## src/rtl/assoc_array_pkg.sv

```systemverilog
package assoc_array_pkg;

    typedef enum logic [3:0] {
        OP_NOP   = 4'h0,
        OP_LD    = 4'h1,
        OP_LDN   = 4'h2,
        OP_AND   = 4'h3,
        OP_OR    = 4'h4,
        OP_XOR   = 4'h5,
        OP_ADD   = 4'h6,
        OP_ST    = 4'h7,
        OP_STN   = 4'h8,
        OP_LDMSK = 4'h9,
        OP_SETC  = 4'hA,
        OP_PUT   = 4'hB
    } op_e;

    typedef enum logic [1:0] {
        RSP_NONE = 2'b00,
        RSP_ONE  = 2'b01,
        RSP_MANY = 2'b10
    } resp_e;

endpackage

```

## src/rtl/word_cell.sv

```systemverilog
module word_cell
    import assoc_array_pkg::*;
#(
    parameter int AW = 4,
    localparam int DEPTH = 1 << AW
) (
    input  logic          clk,
    input  logic          rst_n,
    input  logic          ce,
    input  op_e           opc,
    input  logic [AW-1:0] addr,
    input  logic          k,
    input  logic          ext_bit,
    output logic          rd_bit,
    output logic          acc
);

    logic [DEPTH-1:0] store_q;
    logic             acc_q;
    logic             cy_q;
    logic             msk_q;
    logic             d;

    assign d      = store_q[addr];
    assign rd_bit = d;
    assign acc    = acc_q;

    always_ff @(posedge clk) begin
        if (!rst_n) begin
            store_q <= '0;
            acc_q   <= 1'b0;
            cy_q    <= 1'b0;
            msk_q   <= 1'b1;
        end else if (ce) begin
            unique case (opc)
                OP_LD:    acc_q <= d;
                OP_LDN:   acc_q <= ~d;
                OP_AND:   acc_q <= acc_q & d;
                OP_OR:    acc_q <= acc_q | d;
                OP_XOR:   acc_q <= acc_q ^ d;
                OP_ADD: begin
                    acc_q <= acc_q ^ d ^ cy_q;
                    cy_q  <= (acc_q & d) | (cy_q & (acc_q | d));
                end
                OP_ST:    if (msk_q) store_q[addr] <= acc_q;
                OP_STN:   if (msk_q) store_q[addr] <= ~acc_q;
                OP_PUT:   if (msk_q) store_q[addr] <= ext_bit;
                OP_LDMSK: msk_q <= d;
                OP_SETC:  cy_q  <= k;
                default:  ;
            endcase
        end
    end

endmodule

```

## src/rtl/responder_classifier.sv

```systemverilog
module responder_classifier
    import assoc_array_pkg::*;
#(
    parameter int N = 16
) (
    input  logic [N-1:0] acc_vec,
    output resp_e        cls
);

    logic any_set;
    logic multi_set;

    assign any_set   = |acc_vec;
    // clearing the lowest set bit leaves something only if two or more were set
    assign multi_set = |(acc_vec & (acc_vec - N'(1)));

    always_comb begin
        if (multi_set)    cls = RSP_MANY;
        else if (any_set) cls = RSP_ONE;
        else              cls = RSP_NONE;
    end

endmodule

```

## src/rtl/assoc_word_array.sv

```systemverilog
module assoc_word_array
    import assoc_array_pkg::*;
#(
    parameter int N  = 16,
    parameter int AW = 4
) (
    input  logic          clk,
    input  logic          rst_n,
    input  logic          ce,
    input  logic [3:0]    op,
    input  logic [AW-1:0] addr,
    input  logic          const_bit,
    input  logic [N-1:0]  col_in,
    output logic [1:0]    resp,
    output logic [N-1:0]  rd_col
);

    op_e          opc;
    logic [N-1:0] acc_vec;
    resp_e        cls;

    assign opc  = op_e'(op);
    assign resp = cls;

    for (genvar i = 0; i < N; i++) begin : g_cell
        word_cell #(.AW(AW)) u_cell (
            .clk     (clk),
            .rst_n   (rst_n),
            .ce      (ce),
            .opc     (opc),
            .addr    (addr),
            .k       (const_bit),
            .ext_bit (col_in[i]),
            .rd_bit  (rd_col[i]),
            .acc     (acc_vec[i])
        );
    end

    responder_classifier #(.N(N)) u_resp (
        .acc_vec (acc_vec),
        .cls     (cls)
    );

endmodule

```

## config.mk

```make
export PLATFORM = sky130hd
export DESIGN_NAME = assoc_word_array
export DESIGN_NICKNAME = d
export VERILOG_FILES = /design/src/rtl/assoc_array_pkg.sv /design/src/rtl/word_cell.sv /design/src/rtl/responder_classifier.sv /design/src/rtl/assoc_word_array.sv
export SDC_FILE = /design/constraint.sdc
export NUM_CORES = 1
export LEC_CHECK = 0
export BUFFER_PORTS_ARGS = -buffer_cell sky130_fd_sc_hd__clkbuf_2
export CORE_MARGIN = 5
export CORE_UTILIZATION = 55
export DETAILED_ROUTE_END_ITERATION = 16
export PLACE_DENSITY = 0.75
export SKIP_CTS_REPAIR_TIMING = 1
export SYNTH_ARGS = -nofsm -noshare
export SYNTH_HDL_FRONTEND = slang
export SYNTH_SLANG_ARGS = --single-unit
export TNS_END_PERCENT = 1
```

## constraint.sdc

```tcl
create_clock -name clk -period 7.72 [get_ports clk]
set_clock_uncertainty 0.15 [all_clocks]
set_input_delay 0.386 -clock clk [delete_from_list [all_inputs] [get_ports clk]]
set_output_delay 0.386 -clock clk [all_outputs]
set_load 0.01 [all_outputs]
```

Yosys cells after proc, flatten, opt, wreduce, memory -nomap -nowiden
Index checks and enable logic that the tools add are counted.
{"block": "totals", "out_inout_bits": 18, "mem_bits_ro": 0, "latch_bits": 0, "mem_bits_rw": 0, "mem_count": 0, "regBits": 304, "word_cells": 460, "input_bits": 28}
{"block": "op_classes", "n_mul": 0, "n_div": 0, "n_addsub": 1, "n_lt_le_gt_ge": 2, "n_bitwise": 129, "shifts": 0, "reduce_logical": 25, "mux": 180, "n_eq_ne": 59}
{"op": "bitwise mux 16 bit", "n": 48}
{"op": "two-way mux 16 bit", "n": 48}
{"op": "case mux 16 bit (3 select lines)", "n": 16}
{"op": "inequality test 2 x 1 -> 1 bit (second input constant)", "n": 48}
{"op": "case mux 1 bit (6 select lines)", "n": 16}
{"op": "AND reduction 5 bit", "n": 16}
{"op": "binary-select mux 1 bit (select 4 bit)", "n": 16}
{"op": "AND 1 bit", "n": 32}
{"op": "inverter 1 bit", "n": 32}
{"op": "OR 1 bit", "n": 32}
{"op": "case mux 1 bit (2 select lines)", "n": 16}
{"op": "OR reduction 16 bit", "n": 2}
{"op": "XOR 1 bit", "n": 32}
{"op": "two-way mux 1 bit", "n": 18}
{"op": "AND 16 bit", "n": 1}
{"op": "equality test 4 x 3 -> 1 bit (second input constant)", "n": 4}
{"op": "equality test 4 bit (second input constant)", "n": 4}
{"op": "subtractor 16 x 1 -> 16 bit (second input constant)", "n": 1}
{"op": "equality test 4 x 2 -> 1 bit (second input constant)", "n": 2}
{"op": "AND reduction 2 bit", "n": 3}
{"op": "nonzero test 6 bit", "n": 1}
{"op": "< comparator 4 x 5 -> 1 bit (second input constant)", "n": 1}
{"op": "demux 1 bit (select 4 bit)", "n": 1}
{"op": "equality test 4 x 1 -> 1 bit (second input constant)", "n": 1}
{"op": "5 further kinds", "n": 5}

Longest topological paths before layout
Gate-level depths: netlist of the first run.
{"block": "logic_depth", "word_depth": 7, "depth_mapped": 12, "mapped_depth_nobuf": 10}

Modules after synthesis
Synthesis of the first run repeated with hierarchy kept, for this count alone.
{"block": "hier_totals", "hier_cells": 2464, "area_unflattened_um2": 23404.9}
{"module": "word_cell (g_cell[15].u_cell ...)", "seq_area_each_um2": 380.4, "area_per_inst_um2": 1453.9, "cells_per_inst": 154, "n_inst": 7}
{"module": "word_cell (g_cell[0].u_cell ...)", "seq_area_each_um2": 380.4, "area_per_inst_um2": 1446.4, "cells_per_inst": 151, "n_inst": 6}
{"module": "word_cell (g_cell[8].u_cell)", "seq_area_each_um2": 380.4, "area_per_inst_um2": 1456.4, "cells_per_inst": 151, "n_inst": 1}
{"module": "word_cell (g_cell[9].u_cell)", "seq_area_each_um2": 380.4, "area_per_inst_um2": 1452.6, "cells_per_inst": 150, "n_inst": 1}
{"module": "word_cell (g_cell[7].u_cell)", "seq_area_each_um2": 380.4, "area_per_inst_um2": 1448.9, "cells_per_inst": 154, "n_inst": 1}
{"module": "responder_classifier", "seq_area_each_um2": 0.0, "area_per_inst_um2": 191.4, "cells_per_inst": 25, "n_inst": 1}

Worst setup path after synthesis of the first run
OpenSTA, ideal clock, no wires.
{"block": "synth_path", "path_type": "input to register", "start": "input port addr[1]", "end": "register g_cell[3].u_cell.acc_q", "required_ns": 7.443, "cell_stages": 12, "slack_ns": 4.683, "n_path_buf": 2, "arrival_ns": 2.760, "setup_ns": 0.127, "cell_sequence": "buf_2 > clkbuf_1 > mux4_2 > mux2i_1 > mux2i_1 > inv_1 > fa_1 > inv_1 > o211ai_1 > o221ai_1 > a2111oi_0 > o21ai_1"}
{"block": "synth_via", "elab_chain_cells": 5, "elab_cells_between_ends": 8, "cone_classes": "mux: 3; bitwise: 5"}
{"item": "from (decl)", "line": "assoc_word_array.sv:11", "source": "input logic [AW-1:0] addr,"}
{"item": "binary-select mux 1 bit (select 4 bit) *", "line": "word_cell.sv:24", "source": "assign d = store_q[addr];"}
{"item": "two-way mux 1 bit (not written as such) *", "line": "word_cell.sv:24"}
{"item": "via g_cell[3].u_cell.rd_bit", "line": "word_cell.sv:14", "source": "output logic rd_bit,"}
{"item": "XOR 1 bit", "line": "word_cell.sv:40, word_cell.sv:42"}
{"item": "XOR 1 bit", "line": "word_cell.sv:42", "source": "acc_q <= acc_q ^ d ^ cy_q;"}
{"item": "case mux 1 bit (6 select lines) *", "line": "word_cell.sv:35", "source": "unique case (opc)"}
{"item": "to (signal assigned)", "line": "word_cell.sv:37", "source": "OP_LDN: acc_q <= ~d;"}
{"item": "to (signal assigned)", "line": "word_cell.sv:40", "source": "OP_XOR: acc_q <= acc_q ^ d;"}
{"item": "to (signal assigned)", "line": "word_cell.sv:42"}
{"item": "to (decl)", "line": "word_cell.sv:19", "source": "logic acc_q;"}
The timed path passes the listed nets; every way through them passes the cells marked *. The select of a mux whose other input is x is not followed.
A chain may end at the register's enable or synchronous reset.

Worst setup path in the final report of the first run
{"block": "layout_path", "start": "input port addr[0]", "end": "register g_cell[0].u_cell.acc_q"}
{"block": "layout_via", "elab_chain_cells": 5, "elab_cells_between_ends": 8, "cone_classes": "mux: 3; bitwise: 5"}
{"item": "binary-select mux 1 bit (select 4 bit) *", "line": "word_cell.sv:24"}
{"item": "two-way mux 1 bit (not written as such) *", "line": "word_cell.sv:24"}
{"item": "XOR 1 bit", "line": "word_cell.sv:40, word_cell.sv:42"}
{"item": "XOR 1 bit", "line": "word_cell.sv:42"}
{"item": "case mux 1 bit (6 select lines) *", "line": "word_cell.sv:35"}
{"item": "to (signal assigned)", "line": "word_cell.sv:37"}
{"item": "to (signal assigned)", "line": "word_cell.sv:40"}
{"item": "to (signal assigned)", "line": "word_cell.sv:42"}
{"item": "to (decl)", "line": "word_cell.sv:19"}
Mark *: on every way between the ends. The rest lies on a longest branch, timed or not. The select of a mux whose other input is x is not followed.

==> results.json, run 1 <==
{
  "switching_power_w": 0.000938,
  "antennaDiodeCount": 0,
  "synth.net_count": 1731,
  "finalSetupViolations": 0,
  "power_frac_comb_pct": 10.5,
  "tritoncts": "built",
  "peakVddDrop_v": 0.000175,
  "grt_pass1_vias": 13000,
  "rows": 63,
  "grt_usage_pct": 28.8,
  "die-area_mm2": 0.0332,
  "initial_core_util_pct": 55.4,
  "grt_max_degree": 186,
  "place_inst": 1876,
  "hold_class": "input port to register",
  "n_fill_cell": 2428,
  "grt_overflow_total": 0,
  "power_per_cell_area_mw_per_mm2": 212,
  "slew_headroom_pct": 14.6,
  "htreeDepth": 1,
  "chipWidth_um": 182,
  "synth_enable_flop_cells": 0,
  "drt-total-wl_mm": 50.0,
  "synth_cell_types": 58,
  "finalSetupTns_ns": 0,
  "end_kind": "register",
  "worst_pin_slew_ns": 1.28,
  "io_buffer_count": 45,
  "synth_top_area_share_pct": 37.3,
  "sequentialPowerShare_pct": 43.9,
  "yosys_register_bits": 304,
  "rsz0062_at_grt": "no",
  "core_mm2": 0.0295,
  "cp.arrival_ns": 4.07,
  "vias": 14100,
  "critPathLaunchType": "input port",
  "dp_hpwl_mm": 29.8,
  "worstPathRequired_ns": 8.01,
  "cts_buffers": 30,
  "synth_ff_type": "dfxtp_1",
  "clock_path_buffers": 3,
  "p_leak_nw": 5.49,
  "syn-cell-area_mm2": 0.0163,
  "drive_above_1_share_pct": 16.1,
  "die_y_um": 182,
  "syn_inst": 1655,
  "wire_per_inst_um": 25.9,
  "utilization_pct": 58.5,
  "swShare_pct": 25.7,
  "yosysMostFrequentCell": "a21oi_1",
  "drtIter0Drc": 2060,
  "antenna_found_initial": 0,
  "synth_common_cells": "a21oi_1, dfxtp_1, a311oi_1",
  "drtAntennaViolNets": 0,
  "cts.sinks": 304,
  "period_needed_ns": 3.78,
  "avgSynthCellArea_um2": 9.87,
  "slew_viol_final": 0,
  "critical_path_class": "input port to register",
  "final_cells": 1933,
  "route.detailed.drc": 0,
  "critPathMaxFanout": 37,
  "p_clk_share_pct": 45.6,
  "ios": 46,
  "ys_seq_area_share_pct": 37.3,
  "routed_via_density": 7.29,
  "drt-pass1-iter-count": 6,
  "status": "complete, no violations",
  "max_cap_viol_count": 0,
  "ys.warnings.count": 0,
  "gp_congestion": 0.954,
  "p_int_w": 0.00271,
  "clockRootBuffer": "clkbuf_16",
  "clk_latency_ns": 0.56,
  "finalCritPeriodShare_pct": 49.0,
  "hold_violations": 0,
  "synth_top_cell_by_area": "dfxtp_1",
  "async_reset_ff_share_pct": 0,
  "finalNetCount": 1595,
  "cts.clk_slew.worst_paths_ns": 0.07,
  "fmax_mhz": 265,
  "grt_pass1_wl_mm": 76.8,
  "syn_to_final_growth_pct": 5.51,
  "synthTopCellsByArea": "dfxtp_1, a311oi_1, a21oi_1"
}
[worst max-delay path, cell delays in order]
cell and delay, ns:
buf_4 0.57, buf_4 0.73, mux4_2 0.39, mux2i_1 0.08, mux2i_1 0.51, inv_1 0.19, fa_1 0.53, o2bb2ai_1 0.06
a21oi_1 0.21, nand4_1 0.11, a22o_1 0.24
[worst paths after layout]
check,from,end,slack (ns),cells after the start
setup / recovery,addr[0],g_cell[0].u_cell.acc,3.94,11
setup reg to reg,register,g_cell[15].u_cell.acc,4.77,10
hold reg to reg,g_cell[5].u_cell.msk_q,g_cell[5].u_cell.msk_q,0.31,2
hold / removal,rst_n,g_cell[8].u_cell.cy_q,0.02,3
[power groups by stage]
stage	sequential [W]	clock, W	combinational, W
4_1_cts	0.00160	0.00167	0.000374
5_1_grt	0.00160	0.00174	0.000406
3_3_place_gp	0.00164	0	0.000365
2_1_floorplan	0.00163	0	0.000288
6_report	0.00160	0.00166	0.000385
3_5_place_dp	0.00164	0	0.000370
[per-layer routing]
layer  track usage, %  part of all wire, %  vias to the layer above
li1                 -                    -                     6240
met1             40.5                   40                     6698
met2             43.7                   44                      955
met3             5.50                   12                      195
met5                0                    0                        -
met4             11.7                  4.6                        0
[logic make-up (layout without fill, tap and decap cells)]
family	Yosys count	after routing	synth area share (%)
AO/OA/AOI/OAI	733	733	32.3
AND/OR/NAND/NOR	153	153	4.94
flip-flops	304	304	37.3
multiplexers	113	113	11.8
adder cells (fa/ha/maj)	51	51	4.60
XOR/XNOR	2	2	0.107
buffers and inverters	299	187	9.02
[layout by cell type, fill, tap and decap left out, types with 6 or more instances in the layout]
| cell type | netlist | final |
|---|---|---|
| a221oi_2 | 6 | 6 |
| buf_4 | 21 | 33 |
| fa_1 | 16 | 16 |
| clkinv_2 | 0 | 9 |
| o22a_1 | 11 | 11 |
| mux2i_1 | 49 | 49 |
| nand2b_1 | 7 | 7 |
| nor2_1 | 52 | 41 |
| inv_1 | 52 | 52 |
| mux4_2 | 64 | 64 |
| a21oi_1 | 314 | 314 |
| clkbuf_2 | 0 | 43 |
| a211oi_1 | 13 | 13 |
| bufinv_16 | 0 | 7 |
| o21ai_0 | 24 | 24 |
| nor2_2 | 0 | 11 |
| o221a_2 | 11 | 11 |
| a211o_1 | 7 | 7 |
| o2bb2ai_1 | 11 | 11 |
| a311oi_1 | 255 | 255 |
| a22o_1 | 11 | 11 |
| clkbuf_8 | 0 | 6 |
| clkbuf_16 | 0 | 31 |
| nor3_2 | 0 | 6 |
| and3_1 | 19 | 18 |
| a221oi_4 | 10 | 10 |
| dfxtp_1 | 304 | 304 |
| o22ai_1 | 34 | 34 |
| nand2_1 | 26 | 26 |
| nand4_1 | 14 | 14 |
| ha_1 | 32 | 32 |
[layout make-up]
cell class | instances | area (µm²) | share of cell area [%]
Sequential cell | 304 | 6090 | 35.3
Clock buffer | 39 | 866 | 5.02
Tap cell | 390 | 488 | 2.83
Timing Repair Buffer | 78 | 478 | 2.77
Inverter | 53 | 206 | 1.20
Clock inverter | 17 | 263 | 1.52
Multi-Input combinational cell | 1052 | 8850 | 51.3
[stage by stage]
step | hold WS (ns) | instance area (µm²) | power [W] | setup slack (ns)
3_5_place_dp | 0.297 | 16100 | 0.00201 | 3.42
2_1_floorplan | 0.280 | 16300 | 0.00192 | 4.68
6_report | 0.0151 | 17200 | 0.00365 | 3.94
3_3_place_gp | 0.292 | 16100 | 0.00200 | 3.46
4_1_cts | -0.0536 | 17200 | 0.00365 | 3.98
5_1_grt | 0.0141 | 17200 | 0.00375 | 3.61
Note: power is estimated with default switching activity, not from simulation.
==> run 2, diff against run 1 <==
==> constraint.sdc (replaced) <==
create_clock -name clk -period 3.9 [get_ports clk]
set_clock_uncertainty 0.15 [all_clocks]
set_input_delay 0.195 -clock clk [delete_from_list [all_inputs] [get_ports clk]]
set_output_delay 0.195 -clock clk [all_outputs]
set_load 0.01 [all_outputs]
==> run 2 against run 1 <==
  * The run now ends with hold timing left
  * Die area stayed put
  * Total power up 93%
  * Design area is 2.0% higher
  * Register-to-register slack worse by 3.9 ns
  * First-iteration DRC count rose by 9.3%
  * Sequential share of layout area down 0.69 points
==> results.json, run 2 (same netlist as run 1, synthesis figures left out) <==
{
  "htreeDepth": 1,
  "cts.clk_slew.worst_paths_ns": 0.07,
  "grt_pass1_vias": 13000,
  "period_needed_ns": 3.02,
  "peakVddDrop_v": 0.000382,
  "violations": "hold timing",
  "final_common_cell": "a21oi_1",
  "grt_max_degree": 158,
  "final_cells": 1973,
  "place_inst": 1913,
  "rsz0062_at_grt": "no",
  "fin_ws_ns": 0.877,
  "ios": 46,
  "r2r_end": "g_cell[1].u_cell.acc",
  "routed_via_density": 7.16,
  "finalSetupViolations": 0,
  "grt_pass1_wl_mm": 77.0,
  "timing.hold.ws_ns": -0.0188,
  "min_path_cells": 3,
  "clk_latency_ns": 0.58,
  "drt-pass1-iter-count": 7,
  "chipWidth_um": 182,
  "hold_class": "input port to register",
  "cts.sinks": 304,
  "io_buffer_count": 45,
  "wire_per_inst_um": 25.3,
  "vias": 14100,
  "cp.arrival_ns": 3.33,
  "drtAntennaViolNets": 0,
  "reg2reg_depth": 10,
  "holdPathEnd": "g_cell[3].u_cell.acc",
  "layout_common_cells": "a21oi_1, dfxtp_1, a311oi_1, mux4_2, buf_4",
  "max_cap_viol_count": 0,
  "gp_congestion": 0.946,
  "tritoncts": "built",
  "initial_core_util_pct": 55.4,
  "worst_pin_slew_ns": 1.40,
  "power_per_cell_area_mw_per_mm2": 401,
  "route.detailed.drc": 0,
  "drt-total-wl_mm": 49.8,
  "drtIter0Drc": 2252,
  "path_delay_family": "multiplexers",
  "slew_viol_final": 0,
  "critPathLaunchType": "register",
  "status": "finished, violations left",
  "cp_slowest_stage_delay_ns": 0.52,
  "fmax_mhz": 331,
  "grt_usage_pct": 28.8,
  "die-area_mm2": 0.0332,
  "finalSetupTns_ns": 0,
  "reg2reg_slack_ns": 0.88,
  "drive_above_1_share_pct": 18.1,
  "hold_violations": 1,
  "syn_to_final_growth_pct": 7.61,
  "finalNetCount": 1634,
  "cts_buffers": 31,
  "crit_buf_inv": 1,
  "dp_hpwl_mm": 30.9,
  "clockRootBuffer": "clkbuf_16",
  "path_cells": "mux4_2 -> mux2i_1 -> mux2i_1 -> inv_1 -> ha_1 -> a21oi_1 -> o221a_2 -> a21oi_1 -> nand4_1 -> a22o_1",
  "antenna_found_initial": 0,
  "grt_overflow_total": 0,
  "end_kind": "register",
  "finalCritPeriodShare_pct": 77.5,
  "p_leak_nw": 5.68,
  "utilization_pct": 59.6,
  "critPathMaxFanout": 3,
  "n_fill_cell": 2429,
  "rows": 63,
  "clock_path_buffers": 3,
  "post-place-ws_ns": 0.421,
  "slew_headroom_pct": 6.84,
  "hold_start": "op[3]",
  "core_mm2": 0.0295,
  "finalPower_w": 0.00705,
  "die_y_um": 182,
  "critPathSlowestCell": "mux2i_1",
  "critical_path_class": "register to register",
  "worstPathRequired_ns": 4.21,
  "antennaDiodeCount": 0
}
run 2: where the power goes:
group          switching [W]  internal [W]
clock                0.00132       0.00176
sequential         0.0000368       0.00314
combinational       0.000544      0.000246
run 2: layer usage:
metal,up-vias,wire length [µm],track usage [%]
met5,-,0,0
met1,6734,19500,39.8
met3,159,6150,6.86
met4,0,2150,11.9
met2,903,22000,43.6
li1,6335,-,-
run 2: area by class of cell:
cell class                      count  area [µm²]  area share (%)
Clock buffer                       37         848            4.83
Sequential cell                   304        6090            34.6
Multi-Input combinational cell   1052        8840            50.3
Clock inverter                     21         216            1.23
Tap cell                          390         488            2.78
Timing Repair Buffer              116         891            5.07
Inverter                           53         206            1.17
run 2: how the worst max path moves through the flow:
stage,start,endpoint,depth (start not counted)
after global routing,addr[0],g_cell[2].u_cell.acc,13
after CTS,g_cell[0].u_cell.acc,resp[0],6
after detailed placement,addr[0],g_cell[7].u_cell.acc,13
after floorplan,addr[1],g_cell[3].u_cell.acc,12
final,register,g_cell[1].u_cell.acc,10
after global placement,addr[0],g_cell[0].u_cell.acc,12
run 2: worst register-to-register path, delay by kind of cell, from the launching register on:
family                   cells  cell delay (ns)
AO/OA/AOI/OAI                4             0.72
buffers and inverters        1             0.18
adder cells (fa/ha/maj)      1             0.16
AND/OR/NAND/NOR              1             0.11
flip-flops                   1             0.31
multiplexers                 3             1.29
run 2: per-stage QoR:
stage | cell area [µm²] | hold WS, ns
final | 17600 | -0.0188
after global routing | 17600 | 0.00321
after CTS | 17600 | -0.238
after detailed placement | 16500 | 0.306
after global placement | 16500 | 0.297
after floorplan | 16300 | 0.183
==> run 3, diff against run 2 <==
==> constraint.sdc (replaced) <==
create_clock -name clk -period 3.1 [get_ports clk]
set_clock_uncertainty 0.15 [all_clocks]
set_input_delay 0.155 -clock clk [delete_from_list [all_inputs] [get_ports clk]]
set_output_delay 0.155 -clock clk [all_outputs]
set_load 0.01 [all_outputs]
==> run 3 against run 2 <==
  * The run still ends with hold timing left
  * Clock power up 30%
  * Non-clock buffer count up 64
  * Worst setup slack worse by 0.70 ns
  * Via count up 1.9%
  * Sequential cell count unchanged
  * Global-route usage down 0.070 points
  * Final cell count up 3.1%
  * Sequential power up 25%
  * Clock-buffer cell count up 4
  * Register-to-register slack worse by 0.58 ns
  * Critical endpoint is now resp[0]
  * Highest routed layer unchanged
==> results.json, run 3 (same netlist as run 1, synthesis figures left out) <==
{
  "multiInputGateArea_mm2": 0.00884,
  "power_frac_comb_pct": 11.4,
  "tritoncts": "built",
  "vias": 14400,
  "cp.arrival_ns": 2.62,
  "cts_buffers": 31,
  "route.detailed.drc": 0,
  "finalCritPeriodShare_pct": 94.3,
  "die_y_um": 182,
  "layout_common_cells": "a21oi_1, dfxtp_1, a311oi_1, buf_4, mux4_2",
  "die-area_mm2": 0.0332,
  "drt-pass1-iter-count": 5,
  "final_common_cell": "a21oi_1",
  "ios": 46,
  "slew_viol_final": 0,
  "chipWidth_um": 182,
  "cts.sinks": 304,
  "status": "finished, violations left",
  "gp_congestion": 0.948,
  "switching_power_w": 0.00233,
  "worstPathRequired_ns": 2.79,
  "syn_to_final_growth_pct": 10.9,
  "grt_pass1_vias": 13700,
  "wire_per_inst_um": 24.3,
  "grt_overflow_total": 0,
  "end_kind": "output pin",
  "finalNetCount": 1698,
  "drive_above_1_share_pct": 21.0,
  "initial_core_util_pct": 55.4,
  "power_per_cell_area_mw_per_mm2": 500,
  "clockRootBuffer": "clkbuf_16",
  "io_buffer_count": 45,
  "p_clk_share_pct": 44.5,
  "clock_path_buffers": 3,
  "swShare_pct": 25.7,
  "worst_pin_slew_ns": 0.866,
  "max_cap_viol_count": 0,
  "drt-total-wl_mm": 49.4,
  "grt_max_degree": 157,
  "rsz0062_at_grt": "no",
  "critical_path_class": "register to output pin",
  "core_mm2": 0.0295,
  "critPathMaxFanout": 6,
  "n_fill_cell": 2381,
  "dp_hpwl_mm": 31.6,
  "clk_latency_ns": 0.58,
  "timing.hold.ws_ns": -0.0270,
  "place_area_mm2": 0.0170,
  "sequentialPowerShare_pct": 44.1,
  "slew_headroom_pct": 42.3,
  "antennaDiodeCount": 0,
  "drtAntennaViolNets": 0,
  "hold_class": "input port to register",
  "antenna_found_initial": 0,
  "grt_usage_pct": 28.7,
  "fmax_mhz": 342,
  "critPathLaunchType": "register",
  "grt_pass1_wl_mm": 77.8,
  "drtIter0Drc": 1900,
  "peakVddDrop_v": 0.000422,
  "violations": "hold timing",
  "routed_via_density": 7.08,
  "htreeDepth": 1,
  "finalSetupTns_ns": 0,
  "hold_violations": 16,
  "period_needed_ns": 2.92,
  "finalSetupViolations": 0,
  "regArea_mm2": 0.00609,
  "cts.clk_slew.worst_paths_ns": 0.06,
  "finalPower_w": 0.00906,
  "p_int_w": 0.00673,
  "p_leak_nw": 6.02,
  "rows": 63,
  "final_area_mm2": 0.0181
}
## run 3: changes by cell type in the layout (fill, tap and decap cells not counted), sizes merged
cell / previous run / this run
buf: 71 / 134
clkbuf: 80 / 84
clkinv: 10 / 7
clkinvlp: 4 / 1
bufinv: 3 / 5
inv: 57 / 55
dlygate4sd3: 2 / 3
## run 3: critical path: stages (launching register included)
cell	delay (ns)
dfxtp_1	0.37
nor4_1	0.41
buf_4	0.21
nand4_1	0.15
o311ai_0	0.50
and4_1	0.26
clkbuf_2	0.13
## run 3: layer usage
| metal | up-vias | share of wire, % | global-route usage [%] |
|---|---|---|---|
| met2 | 863 | 46 | 45.0 |
| met3 | 139 | 10 | 4.88 |
| met1 | 6960 | 40 | 40.0 |
| li1 | 6442 | - | - |
| met5 | - | 0 | 0 |
| met4 | 0 | 3.6 | 11.2 |
## run 3: cell type report
class                      instances  area share, %
tap                              390           2.69
multi-input combinational       1052           48.8
sequential                       304           33.6
clock inverter                    15           1.18
clock buffer                      41           4.93
inverter                          53           1.14
timing repair buffer             180           7.72
## run 3: metrics by stage
step / util [%] / std cells / setup WS [ns] / hold WS, ns
floorplan: - / 1655 / 0.294 / 0.143
global placement: 57.6 / 1976 / -0.0179 / 0.292
detailed placement: 57.6 / 1976 / -0.0491 / 0.303
CTS: 61.4 / 2032 / 0.189 / -0.285
global route: 61.5 / 2035 / 0.0750 / 0.000580
finish: 61.5 / 2035 / 0.178 / -0.0270
## run 3: final timing paths
| kind | startpoint | cells after the start | slack [ns] | to |
|---|---|---|---|---|
| worst max-delay path | g_cell[2].u_cell.acc | 6 | 0.18 | resp[0] |
| worst min-delay path | col_in[3] | 3 | -0.03 | register |
| worst max register to register | register | 10 | 0.30 | g_cell[14].u_cell.acc |
| worst min register to register | g_cell[8].u_cell.msk_q | 2 | 0.32 | g_cell[8].u_cell.msk_q |
## run 3: power by group through the flow
stage / combinational [W] / clock, W / sequential (W)
floorplan: 0.000717 / 0 / 0.00406
CTS: 0.00101 / 0.00406 / 0.00399
finish: 0.00103 / 0.00403 / 0.00399
global placement: 0.000987 / 0 / 0.00408
detailed placement: 0.00100 / 0 / 0.00408
global route: 0.00110 / 0.00424 / 0.00399
